## src/rtl/prd_pkg.sv

```systemverilog
// Package: shared constants and helpers for the periodic interrupt generator.
// Assumes the tick rate is a multiple of 256 so every divisor is an integer.
package prd_pkg;
    localparam int REG_W    = 8;
    localparam int SEL_W    = 3;
    localparam int SEL_LSB  = 4;
    localparam int FLAG_BIT = 7;
    localparam int NUM_SEL  = 1 << SEL_W;

    // Event rate in Hz selected by each code; 0 means disabled.
    function automatic int unsigned sel_rate_hz(input int unsigned code);
        case (code)
            1:       return 256;
            2:       return 64;
            3:       return 16;
            4:       return 4;
            5:       return 2;
            6:       return 1;
            default: return 0;
        endcase
    endfunction

    // True when the code selects a running rate.
    function automatic logic sel_active(input logic [SEL_W-1:0] code);
        return sel_rate_hz(int'(code)) != 0;
    endfunction
endpackage

```

## src/rtl/prd_ctrl_reg.sv

```systemverilog
// Module: holds the rate-select code and flags writes that change it.
// Assumes a single-register interface: every wr_en is a write to this register.
module prd_ctrl_reg
    import prd_pkg::*;
(
    input  logic             clk,
    input  logic             rst_n,
    input  logic             wr_en,
    input  logic [SEL_W-1:0] wr_sel,
    output logic [SEL_W-1:0] sel_q,
    output logic             sel_change
);
    // Purpose: a write whose code differs from the loaded one restarts timing.
    always_comb sel_change = wr_en && (wr_sel != sel_q);

    // Purpose: load the rate code on every write.
    always_ff @(posedge clk) begin
        if (!rst_n)     sel_q <= '0;
        else if (wr_en) sel_q <= wr_sel;
    end

    assert_sel_load_R10: assert property (@(posedge clk) disable iff (!rst_n)
        wr_en |=> sel_q == $past(wr_sel));
    assert_sel_hold_R10: assert property (@(posedge clk) disable iff (!rst_n)
        !wr_en |=> $stable(sel_q));
endmodule

```

## src/rtl/prd_divider.sv

```systemverilog
// Module: counts base ticks and emits a one-cycle event at the end of each period.
// Assumes tick_en is a single-cycle enable; restart wins over a coincident tick.
module prd_divider
    import prd_pkg::*;
#(
    parameter int TICK_HZ = 256
) (
    input  logic             clk,
    input  logic             rst_n,
    input  logic             tick_en,
    input  logic [SEL_W-1:0] sel,
    input  logic             restart,
    output logic             evt
);
    localparam int CNT_W = $clog2(TICK_HZ + 1);

    logic [CNT_W-1:0] div_tbl [NUM_SEL];
    logic [CNT_W-1:0] cnt_q;
    logic [CNT_W-1:0] term;
    logic             active;
    logic             hit;

    // Purpose: one period length per code, derived from the tick rate.
    for (genvar g = 0; g < NUM_SEL; g++) begin : g_div
        localparam int unsigned RATE = sel_rate_hz(g);
        localparam int unsigned DIV  = (RATE == 0) ? 1 : TICK_HZ / RATE;
        assign div_tbl[g] = CNT_W'(DIV);
    end

    // Purpose: decode the terminal count and the end-of-period condition.
    always_comb begin
        active = sel_active(sel);
        term   = div_tbl[sel] - CNT_W'(1);
        hit    = (cnt_q == term);
        evt    = tick_en && active && !restart && hit;
    end

    // Purpose: advance on each tick, wrap at the terminal count, clear on restart or off.
    always_ff @(posedge clk) begin
        if (!rst_n)                  cnt_q <= '0;
        else if (restart || !active) cnt_q <= '0;
        else if (tick_en)            cnt_q <= hit ? '0 : cnt_q + CNT_W'(1);
    end

    assert_cnt_in_range_R3: assert property (@(posedge clk) disable iff (!rst_n)
        active |-> cnt_q <= term);
    assert_restart_zero_R7: assert property (@(posedge clk) disable iff (!rst_n)
        restart |=> cnt_q == '0);
endmodule

```

## src/rtl/prd_flag.sv

```systemverilog
// Module: sticky periodic flag, set by events and cleared by software writing 0.
// Assumes a set takes priority over a clear in the same cycle.
module prd_flag (
    input  logic clk,
    input  logic rst_n,
    input  logic evt,
    input  logic clr,
    output logic flag_q
);
    // Purpose: set on event, clear on request, otherwise hold.
    always_ff @(posedge clk) begin
        if (!rst_n)   flag_q <= 1'b0;
        else if (evt) flag_q <= 1'b1;
        else if (clr) flag_q <= 1'b0;
    end

    assert_rise_needs_event_R5: assert property (@(posedge clk) disable iff (!rst_n)
        $rose(flag_q) |-> $past(evt));
    assert_clear_works_R6: assert property (@(posedge clk) disable iff (!rst_n)
        (clr && !evt) |=> !flag_q);
    assert_event_beats_clear_R8: assert property (@(posedge clk) disable iff (!rst_n)
        evt |=> flag_q);
endmodule

```

## src/rtl/periodic_irq_gen.sv

```systemverilog
// Module: top of the selectable periodic interrupt generator.
// Divides a 256 Hz tick by a software-chosen code and raises a sticky flag plus irq.
// Assumes tick_en comes from a prescaler in the same clock domain.
module periodic_irq_gen
    import prd_pkg::*;
#(
    parameter int TICK_HZ = 256
) (
    input  logic             clk,
    input  logic             rst_n,
    input  logic             tick_en,
    input  logic             wr_en,
    input  logic [REG_W-1:0] wr_data,
    output logic [REG_W-1:0] rd_data,
    output logic             irq_o
);
    logic [SEL_W-1:0] sel_q;
    logic             sel_change;
    logic             evt;
    logic             flag_q;
    logic             clr;

    prd_ctrl_reg u_ctrl (
        .clk        (clk),
        .rst_n      (rst_n),
        .wr_en      (wr_en),
        .wr_sel     (wr_data[SEL_LSB +: SEL_W]),
        .sel_q      (sel_q),
        .sel_change (sel_change)
    );

    prd_divider #(.TICK_HZ(TICK_HZ)) u_div (
        .clk     (clk),
        .rst_n   (rst_n),
        .tick_en (tick_en),
        .sel     (sel_q),
        .restart (sel_change),
        .evt     (evt)
    );

    // Purpose: a write with the flag bit low requests a clear.
    always_comb clr = wr_en && !wr_data[FLAG_BIT];

    prd_flag u_flag (
        .clk    (clk),
        .rst_n  (rst_n),
        .evt    (evt),
        .clr    (clr),
        .flag_q (flag_q)
    );

    // Purpose: assemble readback and gate the interrupt with the loaded code.
    always_comb begin
        rd_data                      = '0;
        rd_data[FLAG_BIT]            = flag_q;
        rd_data[SEL_LSB +: SEL_W]    = sel_q;
        irq_o                        = flag_q && sel_active(sel_q);
    end

    assert_irq_gated_R9: assert property (@(posedge clk) disable iff (!rst_n)
        irq_o |-> (rd_data[FLAG_BIT] && rd_data[SEL_LSB +: SEL_W] != 3'd0
                   && rd_data[SEL_LSB +: SEL_W] != 3'd7));
    assert_off_quiet_R2: assert property (@(posedge clk) disable iff (!rst_n)
        ($past(sel_q) == 3'd0) |-> !$rose(flag_q));
    assert_reserved_quiet_R4: assert property (@(posedge clk) disable iff (!rst_n)
        ($past(sel_q) == 3'd7) |-> !$rose(flag_q));
    assert_low_nibble_zero_R10: assert property (@(posedge clk) disable iff (!rst_n)
        rd_data[3:0] == 4'h0);
endmodule

```

## config.mk

```make
export PLATFORM = sky130hd
export DESIGN_NAME = periodic_irq_gen
export DESIGN_NICKNAME = d
export VERILOG_FILES = /design/src/rtl/prd_pkg.sv /design/src/rtl/prd_ctrl_reg.sv /design/src/rtl/prd_divider.sv /design/src/rtl/prd_flag.sv /design/src/rtl/periodic_irq_gen.sv
export SDC_FILE = /design/constraint.sdc
export NUM_CORES = 1
export LEC_CHECK = 0
export ABC_CLOCK_PERIOD_IN_PS = 4550
export CORE_ASPECT_RATIO = 0.6
export CORE_MARGIN = 2
export CORE_UTILIZATION = 45
export CTS_CLUSTER_SIZE = 28
export DETAILED_ROUTE_END_ITERATION = 8
export PLACE_DENSITY_LB_ADDON = 0.2
export SLEW_MARGIN = 20
export SYNTH_ARGS = -nofsm -noshare
export SYNTH_HDL_FRONTEND = slang
export SYNTH_SLANG_ARGS = --single-unit
export TNS_END_PERCENT = 5
```

## constraint.sdc

```tcl
create_clock -name clk -period 4.55 [get_ports clk]
set_clock_uncertainty 0.2 [all_clocks]
set_input_delay 1.365 -clock clk [delete_from_list [all_inputs] [get_ports clk]]
set_output_delay 1.365 -clock clk [all_outputs]
set_load 0.005 [all_outputs]
```

# [After elaboration in Yosys (flattened, before gate mapping)]
# Memory sizes are Yosys's and may differ from the RTL's.
# Index checks and enable logic that the tools add are counted.
[word_totals] ff_bits=13 mem_bits_ro=72 in_bits=12 out_inout_bits=9 word_cells=36 mem_count=1
[classes] n_addsub=2 order_cmp=1 n_eq_ne=8 mux=6 bitwise=2 reduce_logical=13
[mem_list] name="(no name shown)" depth=8 word_bits=9 read_ports=1 rd_clocked_by_memory_dff=0 write_ports=0 line="prd_divider.sv:33" text="term = div_tbl[sel] - CNT_W'(1);"
[op_table] operator="$pmux W9 S6" count=1
[op_table] operator="$reduce_bool A32 Y1" count=1
[op_table] operator="$mux W9" count=3
[op_table] operator="$add A9 B1 Y9 const B" count=1
[op_table] operator="$eq A3 B3 Y1 const B" count=3
[op_table] operator="$eq A9 B9 Y1" count=1
[op_table] operator="$sub A9 B1 Y9 const B" count=1
[op_table] operator="$eq A3 B2 Y1 const B" count=2
[op_table] operator="$logic_and A1 B1 Y1" count=6
[op_table] operator="$ge A4 B4 Y1 const B" count=1
[op_table] operator="$not A3 Y4" count=1
[op_table] operator="$eq A3 B1 Y1 const B" count=1
[op_table] operator="$logic_not A1 Y1" count=3
[op_table] operator="$ne A3 B3 Y1" count=1
[op_table] operator="$mux W1" count=2
[op_table] operator="$reduce_bool A2 Y1" count=1
[op_table] operator="$reduce_or A2 Y1" count=1
[op_table] operator="$logic_or A1 B1 Y1" count=1
[op_table] operator="$not A1 Y1" count=1

# [Longest topological paths before layout]
# Gate-level depths: netlist of the first run.
[logic_depth] ltp_word=8 depth_mapped=11 mapped_depth_nobuf=9

# [By module]
# A second synthesis of the first run with hierarchy kept.
[unflattened] hier_cells=116 area_unflattened_um2=997.2
[modules_own_cells] mod="prd_divider" n_inst=1 cells_per_inst=90 area_each_um2=747.0 seq_area_each_um2=180.2
[modules_own_cells] mod="prd_ctrl_reg" n_inst=1 cells_per_inst=13 area_each_um2=143.9 seq_area_each_um2=60.1
[modules_own_cells] mod="periodic_irq_gen" n_inst=1 cells_per_inst=10 area_each_um2=65.1 seq_area_each_um2=0.0
[modules_own_cells] mod="prd_flag" n_inst=1 cells_per_inst=3 area_each_um2=41.3 seq_area_each_um2=20.0

# [Least setup slack after synthesis of the first run]
# OpenSTA, ideal clock, no wires.
[synth_path] path_type="register -> register" startpoint="reg u_ctrl.sel_q[1]" endpoint="reg u_div.cnt_q[5]" setup_ps=142 arrival_time_ps=2549 required_time_ps=4208 path_slack_ps=1659 path_stages_with_launch=11 path_buffers=2 synth_period_minus_slack_ps=2891 cell_sequence="dfxtp_1 > buf_2 > or3b_2 > ha_1 > buf_2 > or4b_1 > nand3_1 > a22o_1 > a211oi_2 > nor3_4 > a211oi_1"
[synth_via] elab_chain_len=7 elab_cells_between_ends=20 classes_between="add/sub (1); eq/ne (8); mux (4); bitwise (1); reduce/logical (5); memory (1)"
[synth_rtl] item="start: declaration" line="prd_ctrl_reg.sv:10" text="output logic [SEL_W-1:0] sel_q,"
[synth_rtl] item="start signal: assignment" line="prd_ctrl_reg.sv:19" text="else if (wr_en) sel_q <= wr_sel;"
[synth_rtl] item="$not A3 Y4 (implied by the code)" line="prd_divider.sv:33"
[synth_rtl] item="$mem_v2 Z8 W9"
[synth_rtl] item="$mux W9 (implied by the code) (2 in a row)" line="prd_divider.sv:33"
[synth_rtl] item="$sub A9 B1 Y9" line="prd_divider.sv:33"
[synth_rtl] item="$eq A9 B9 Y1" line="prd_divider.sv:34" text="hit = (cnt_q == term);"
[synth_rtl] item="$mux W9" line="prd_divider.sv:42" text="else if (tick_en) cnt_q <= hit ? '0 : cnt_q + CNT_W'(1);"
[synth_rtl] item="end signal: assignment" line="prd_divider.sv:42"
[synth_rtl] item="end: declaration" line="prd_divider.sv:18" text="logic [CNT_W-1:0] cnt_q;"
# Several ways; a longest one is shown, not always the timed one. The select of a mux whose other input is x is not followed.
# A chain may end at the register's enable or synchronous reset.

# [Final worst setup path of the first run]
[layout_path] startpoint="reg u_ctrl.sel_q[2]" endpoint="out irq_o"
[layout_via] elab_chain_len=4 elab_cells_between_ends=9 classes_between="eq/ne (6); mux (1); reduce/logical (2)"
[layout_rtl] item="$eq A3 B3 Y1, or another cell as far along" line="prd_pkg.sv:12" text="case (code)"
[layout_rtl] item="$pmux W9 S6 (*)" line="prd_pkg.sv:12"
[layout_rtl] item="$reduce_bool A32 Y1 (*)" line="prd_pkg.sv:25" text="return sel_rate_hz(int'(code)) != 0;"
[layout_rtl] item="$logic_and A1 B1 Y1 (*)" line="periodic_irq_gen.sv:57" text="irq_o = flag_q && sel_active(sel_q);"
[layout_rtl] item="end: declaration" line="periodic_irq_gen.sv:15" text="output logic irq_o"
# Mark *: on every way between the ends. The rest lies on a longest branch, timed or not.

==> results.yml, run 1 <==
cts:
  cts_tree: "yes"
  root_buffer: "clkbuf_8"
  cts-hold-fix-buffers: 0
  cts_setup_buffers: 0
  htreeDepth: 1
  cts.sinks: 13
  post_cts_resized: 0
  tritoncts.num_buffers: 3
  clk_pin_slew_ns: 0.06
  cts_max_path_buffers: 2
  clock_latency_ns: 0.24
final_layout:
  diodes: 0
  drive_gt1_frac: 0.0738
  areaGrowthSynthToFinish_pct: 12.3
  regArea_sq_um: 260
  stdcell_area_sq_um: 1120
  nets: 137
  multi_input_area_sq_um: 654
  fillers: 209
outcome:
  status: "finished clean"
setup_path:
  critical-path-slowest-cell: "dfxtp_1"
  cp_top_family: "flip-flops"
  crit_type: "flop to output port"
  reg2reg_slack_ns: 1.33
  cp_max_fo: 15
  required_ns: 2.98
  cp.buffers_inverters: 1
  cpPeakStageDelay_ns: 0.64
  worst_setup_path_end_kind: "output port"
  arrival_ns: 1.87
  path_cells: "nor3_1 -> a21oi_1 -> and2_1 -> clkdlybuf4s50_1"
  critPathLaunchType: "flop"
routing:
  via_per_inst: 5.49
  dr_wl_met2_um: 1030
  top_layer_used: "met4"
  vias: 835
  dr.pass1.iters: 4
  drc_errors: 0
  ant_nets: 0
  wl_per_cell_um: 14.3
  drtIter0Drc: 34
  totalWireLength_um: 2180
  met3_length_um: 84
  met1Wirelength_um: 1050
floorplanning:
  die_w_um: 64.8
  core_sq_um: 2130
  die_y_um: 40.5
  ios: 21
  start_util: 0.469
  dieArea_sq_um: 2620
  row_count: 13
global_route:
  grt_overflow: 0
  antenna_found_initial: 0
  grt_max_degree: 17
  grt_pass1_wl_um: 3470
  track_usage: 0.184
  grt_pass1_vias: 726
placed_design:
  gp_congestion: 0.726
  dpl_cell_area_sq_um: 1080
  post-dp-hpwl_um: 1630
  port_buffers: 12
sta:
  relSlewSlack: 0.616
  tightest_slew_ns: 0.574
  fmax_mhz: 291
  rsz0062_at_grt: "false"
  timing.setup.tns_ns: 0
  period_minus_slack_ns: 3.44
  period_share: 0.755
  setup_viol: 0
  hold_viol: 0
  maxSlewViolCount: 0
synthesis:
  synth_compound_area_frac: 0.193
  synth_top_family_by_area: "simple AND/OR/NAND/NOR gates"
  ys_types: 42
  synthAdderAreaFrac: 0.0251
  synthFlopType: "dfxtp_1"
  synth_area_leader_cell: "dfxtp_1"
  ys_ff_latch: 13
  synthArstFlopShare: 0
  synth_edf_count: 0
  synth_area_sq_um: 998
  yosysWarnings: 0
  synth_xor_area_frac: 0.123
  muxShareOfSynthArea: 0.0301
  synth-simple-area-share: 0.269
  seq_area_frac_synth: 0.261
  yosysTopAreaCellShare: 0.261
  synthTopCellsByArea: "dfxtp_1 26%, xor2_1 7.0%, xnor2_1 5.3%"
  avgSynthCellArea_sq_um: 8.53
  synthCells: 117
hold_path:
  hold_path.class: "flop to flop"
power:
  power_density_nw_per_um2: 252
  power.leakage_uw: 0.000394
  max-vdd-ir-drop_uv: 153
run:
  cap_violations: 0
-- per-stage QoR --
stage                util  setup WS, ns  total power, uW  instances  hold slack, ns
CTS                 0.526          1.09              286        152           0.329
floorplan               -          1.66              167        120           0.284
global placement    0.505          1.06              179        148           0.304
finish              0.526          1.11              283        152           0.326
global route        0.526         0.960              299        152           0.357
detailed placement  0.505          1.00              182        148           0.308
-- synth_stat cells, types with 2 or more instances --
library cell,n
ha_1,2
nand3_1,6
nand2_1,7
o31ai_1,3
buf_4,5
nor3_1,2
and3_1,4
nand4_1,4
o21ai_0,2
buf_6,2
buf_2,3
a211oi_1,4
mux2i_1,3
nor2_1,8
xor2_1,8
a2111oi_2,3
nor2b_1,3
and2_1,2
xnor2_1,6
dfxtp_1,13
clkbuf_1,3
a21oi_1,4
-- final timing paths --
kind | startpoint | end | depth (start not counted)
max | u_ctrl.sel_q[2] | irq_o | 4
min | u_flag.flag_q | u_flag.flag_q | 1
max reg2reg | u_ctrl.sel_q[1] | u_div.cnt_q[1] | 8
min reg2reg | u_flag.flag_q | u_flag.flag_q | 1
-- placed cells by master, fill, tap and decap left out, drive strengths merged --
master and n:
dfxtp 13, clkdlybuf4s50 12, nor2 8, xor2 8, nand2 7, xnor2 6, nand3 6, a211oi 5
a21oi 4, and3 4, nand4 4, conb 4, clkbuf 4, mux2i 3, nor2b 3, o31ai 3
a2111oi 3, nor3 3, and2 2, o21ai 2, ha 2, or3b 1, nand4bb 1, o311ai 1
o32a 1, and2b 1, or4bb 1, or4b 1, a22o 1, a211o 1, nor4 1, inv 1
nand3b 1, or3 1, o22ai 1, nand2b 1, a32o 1
-- power by group --
group / internal [uW] / switching, uW / leakage (uW)
Clock: 61.9 / 41.6 / 0.0000228
Combinational: 26.4 / 29.9 / 0.000266
Sequential: 116 / 7.00 / 0.000105
Total: 204 / 78.5 / 0.000394
-- cell type report --
class / count / share of cell area
tap: 30 / 0.0335
multi-input combinational: 92 / 0.584
sequential: 13 / 0.232
inverter: 1 / 0.00335
timing repair buffer: 12 / 0.107
clock buffer: 4 / 0.0402
-- state kept, by name, summed over array words and instances (netlist names) --
register and cells:
u_flag.flag_q 1, u_ctrl.sel_q 3, u_div.cnt_q 9
-- routing by layer --
layer	GRT usage	up-vias
li1	-	430
met1	0.223	388
met2	0.335	15
met3	0.0506	2
met4	0.0479	0
met5	0	-
-- cells by family (layout without fill, tap and decap cells) --
logic type	after synthesis	in the layout
AOI/OAI and AO/OA	23	23
xor gates and xnor gates	14	14
adders and majority gates	2	2
buffers and inverters	15	17
DFF	13	13
muxes	3	3
other	1	4
and+or+nand+nor	46	46
Note: power is estimated with default switching activity, not from simulation.
==> run 2, diff against run 1 <==
--- a/config.mk
+++ b/config.mk
@@ -5,7 +5,7 @@
 export SDC_FILE = /design/constraint.sdc
 export NUM_CORES = 1
 export LEC_CHECK = 0
-export ABC_CLOCK_PERIOD_IN_PS = 4550
+export ABC_CLOCK_PERIOD_IN_PS = 3110
 export CORE_ASPECT_RATIO = 0.6
 export CORE_MARGIN = 2
 export CORE_UTILIZATION = 45
==> constraint.sdc (replaced) <==
create_clock -name clk -period 3.11 [get_ports clk]
set_clock_uncertainty 0.2 [all_clocks]
set_input_delay 0.933 -clock clk [delete_from_list [all_inputs] [get_ports clk]]
set_output_delay 0.933 -clock clk [all_outputs]
set_load 0.005 [all_outputs]
==> run 2 against run 1 <==
Critical path type is now flop to flop; via count rose by 2.6%; combinational power rose by 69%; global-route usage rose by 0.53 points; final cell count rose by 4.6%; sequential power rose by 42%; sequential cell count did not move; setup slack got worse by 0.92 ns; worst hold slack improved by 0.013 ns; clock power rose by 50%; wire length rose by 0.28%; die area did not move; first-iteration DRC count rose by 15%.
==> results.yml, run 2 (synthesis gave the netlist of run 1 again) <==
outcome:
  status: "finished clean"
power:
  max-vdd-ir-drop_uv: 171
  power.leakage_uw: 0.000430
  power_density_nw_per_um2: 362
hold_path:
  min-delay-start: "u_flag.flag_q"
  hold_depth: 1
  hold_path.class: "flop to flop"
sta:
  timing.setup.tns_ns: 0
  setup_viol: 0
  fmax_mhz: 343
  maxSlewViolCount: 0
  rsz0062_at_grt: "false"
  period_minus_slack_ns: 2.92
  period_share: 0.938
  hold_viol: 0
routing:
  drtIter0Drc: 39
  vias: 857
  totalWireLength_um: 2190
  via_per_inst: 5.39
  dr.pass1.iters: 4
  wl_per_cell_um: 13.7
  drc_errors: 0
  ant_nets: 0
final_layout:
  mostFrequentLayoutCells: "12 x clkdlybuf4s50_1, 12 x dfxtp_1, 8 x nor2_1, 8 x xor2_1"
  diodes: 0
  drive_gt1_frac: 0.132
  final_cells: 159
  largest_registers: "u_div.cnt_q: 9 flops, u_ctrl.sel_q: 3 flops, u_flag.flag_q: 1 flops"
  nets: 144
  areaGrowthSynthToFinish_pct: 17.7
  regMostFlops: "u_div.cnt_q"
  largest_register_ffs: 9
  fillers: 213
global_route:
  grt_pass1_vias: 770
  grt_use_met3: 0.0674
  grt_util_met2: 0.296
  grt_pass1_wl_um: 3620
  grt_max_degree: 14
  antenna_found_initial: 0
  met1_usage: 0.252
  busiest_layer: "met2"
  track_usage: 0.189
  grt_overflow: 0
floorplanning:
  dieArea_sq_um: 2620
  ios: 21
  die_w_um: 64.8
  core_sq_um: 2130
  row_count: 13
  start_util: 0.469
  die_y_um: 40.5
setup_path:
  critPathLaunchType: "flop"
  worst_setup_path_end_kind: "flop"
  reg2regPathDepth: 9
  arrival_ns: 2.86
  required_ns: 3.05
  cp_max_fo: 10
  rr_startpoint: "u_ctrl.sel_q[1]"
  crit_path_start: "u_ctrl.sel_q[1]"
  crit_type: "flop to flop"
placed_design:
  post-dp-hpwl_um: 1640
  port_buffers: 12
  dp.cells: 155
  gp_congestion: 0.769
cts:
  cts_max_path_buffers: 2
  cts_tree: "yes"
  clk_pin_slew_ns: 0.06
  cts.sinks: 13
  tritoncts.num_buffers: 3
  clock_latency_ns: 0.25
  htreeDepth: 1
  root_buffer: "clkbuf_8"
run:
  cap_violations: 0
==> run 2: changes by cell type in the layout (fill, tap and decap cells not counted), sizes merged <==
cell and delta:
buf +7
==> run 2: per-stage QoR <==
step / hold slack (ns) / area, sq um / power, uW / util / setup WS [ns]
6_report: 0.338 / 1170 / 426 / 0.551 / 0.193
5_1_grt: 0.372 / 1170 / 452 / 0.551 / 0.0521
4_1_cts: 0.349 / 1170 / 431 / 0.551 / 0.103
3_5_place_dp: 0.329 / 1130 / 274 / 0.530 / 0.117
3_3_place_gp: 0.299 / 1130 / 271 / 0.530 / 0.242
2_1_floorplan: 0.284 / 1010 / 244 / - / 0.219
==> run 2: power by group <==
part	leakage (uW)	switching, uW	internal [uW]
logic	0.000302	49.0	46.3
clock network	0.0000228	64.5	90.7
registers	0.000106	5.12	170
total	0.000430	119	307
==> run 2: worst max-delay path, cell delays in order, from the launching register on <==
cell and delay (ns):
dfxtp_2 0.39, or3b_2 0.46, ha_1 0.33, and2b_1 0.25, xnor2_1 0.07, a22o_1 0.22, a211oi_2 0.31, nor3_4 0.05
buf_4 0.18, a2111oi_2 0.35
==> run 2: repair_timing <==
action | in CTS | in global routing
setup buffers | 0 | 0
resized for setup | 0 | 1
setup endpoints to repair | 0 | 2
hold buffers | 0 | 0
==> run 2: final timing paths <==
kind / to / slack [ns]
hold reg to reg: u_flag.flag_q / 0.34
setup reg to reg: u_div.cnt_q[4] / 0.19
hold / removal: u_flag.flag_q / 0.34
setup / recovery: u_div.cnt_q[4] / 0.19
==> run 2: final cells by class <==
class / instances / area (sq um) / area share
multi-input combinational: 92 / 654 / 0.557
sequential: 13 / 262 / 0.223
timing repair buffer: 19 / 173 / 0.147
clock buffer: 4 / 45.0 / 0.0383
tap: 30 / 37.5 / 0.0319
inverter: 1 / 3.75 / 0.00319
==> run 2: metal layers <==
metal	wire [um]	vias up
li1	-	445
met1	1170	397
met2	939	13
met3	70	2
met4	7	0
met5	0	-
==> run 3, diff against run 2 <==
--- a/config.mk
+++ b/config.mk
@@ -5,7 +5,6 @@
 export SDC_FILE = /design/constraint.sdc
 export NUM_CORES = 1
 export LEC_CHECK = 0
-export ABC_CLOCK_PERIOD_IN_PS = 3110
 export CORE_ASPECT_RATIO = 0.6
 export CORE_MARGIN = 2
 export CORE_UTILIZATION = 45
==> results of run 3 <==
The final DEF is identical to that of run 2; final timing and power are the same.
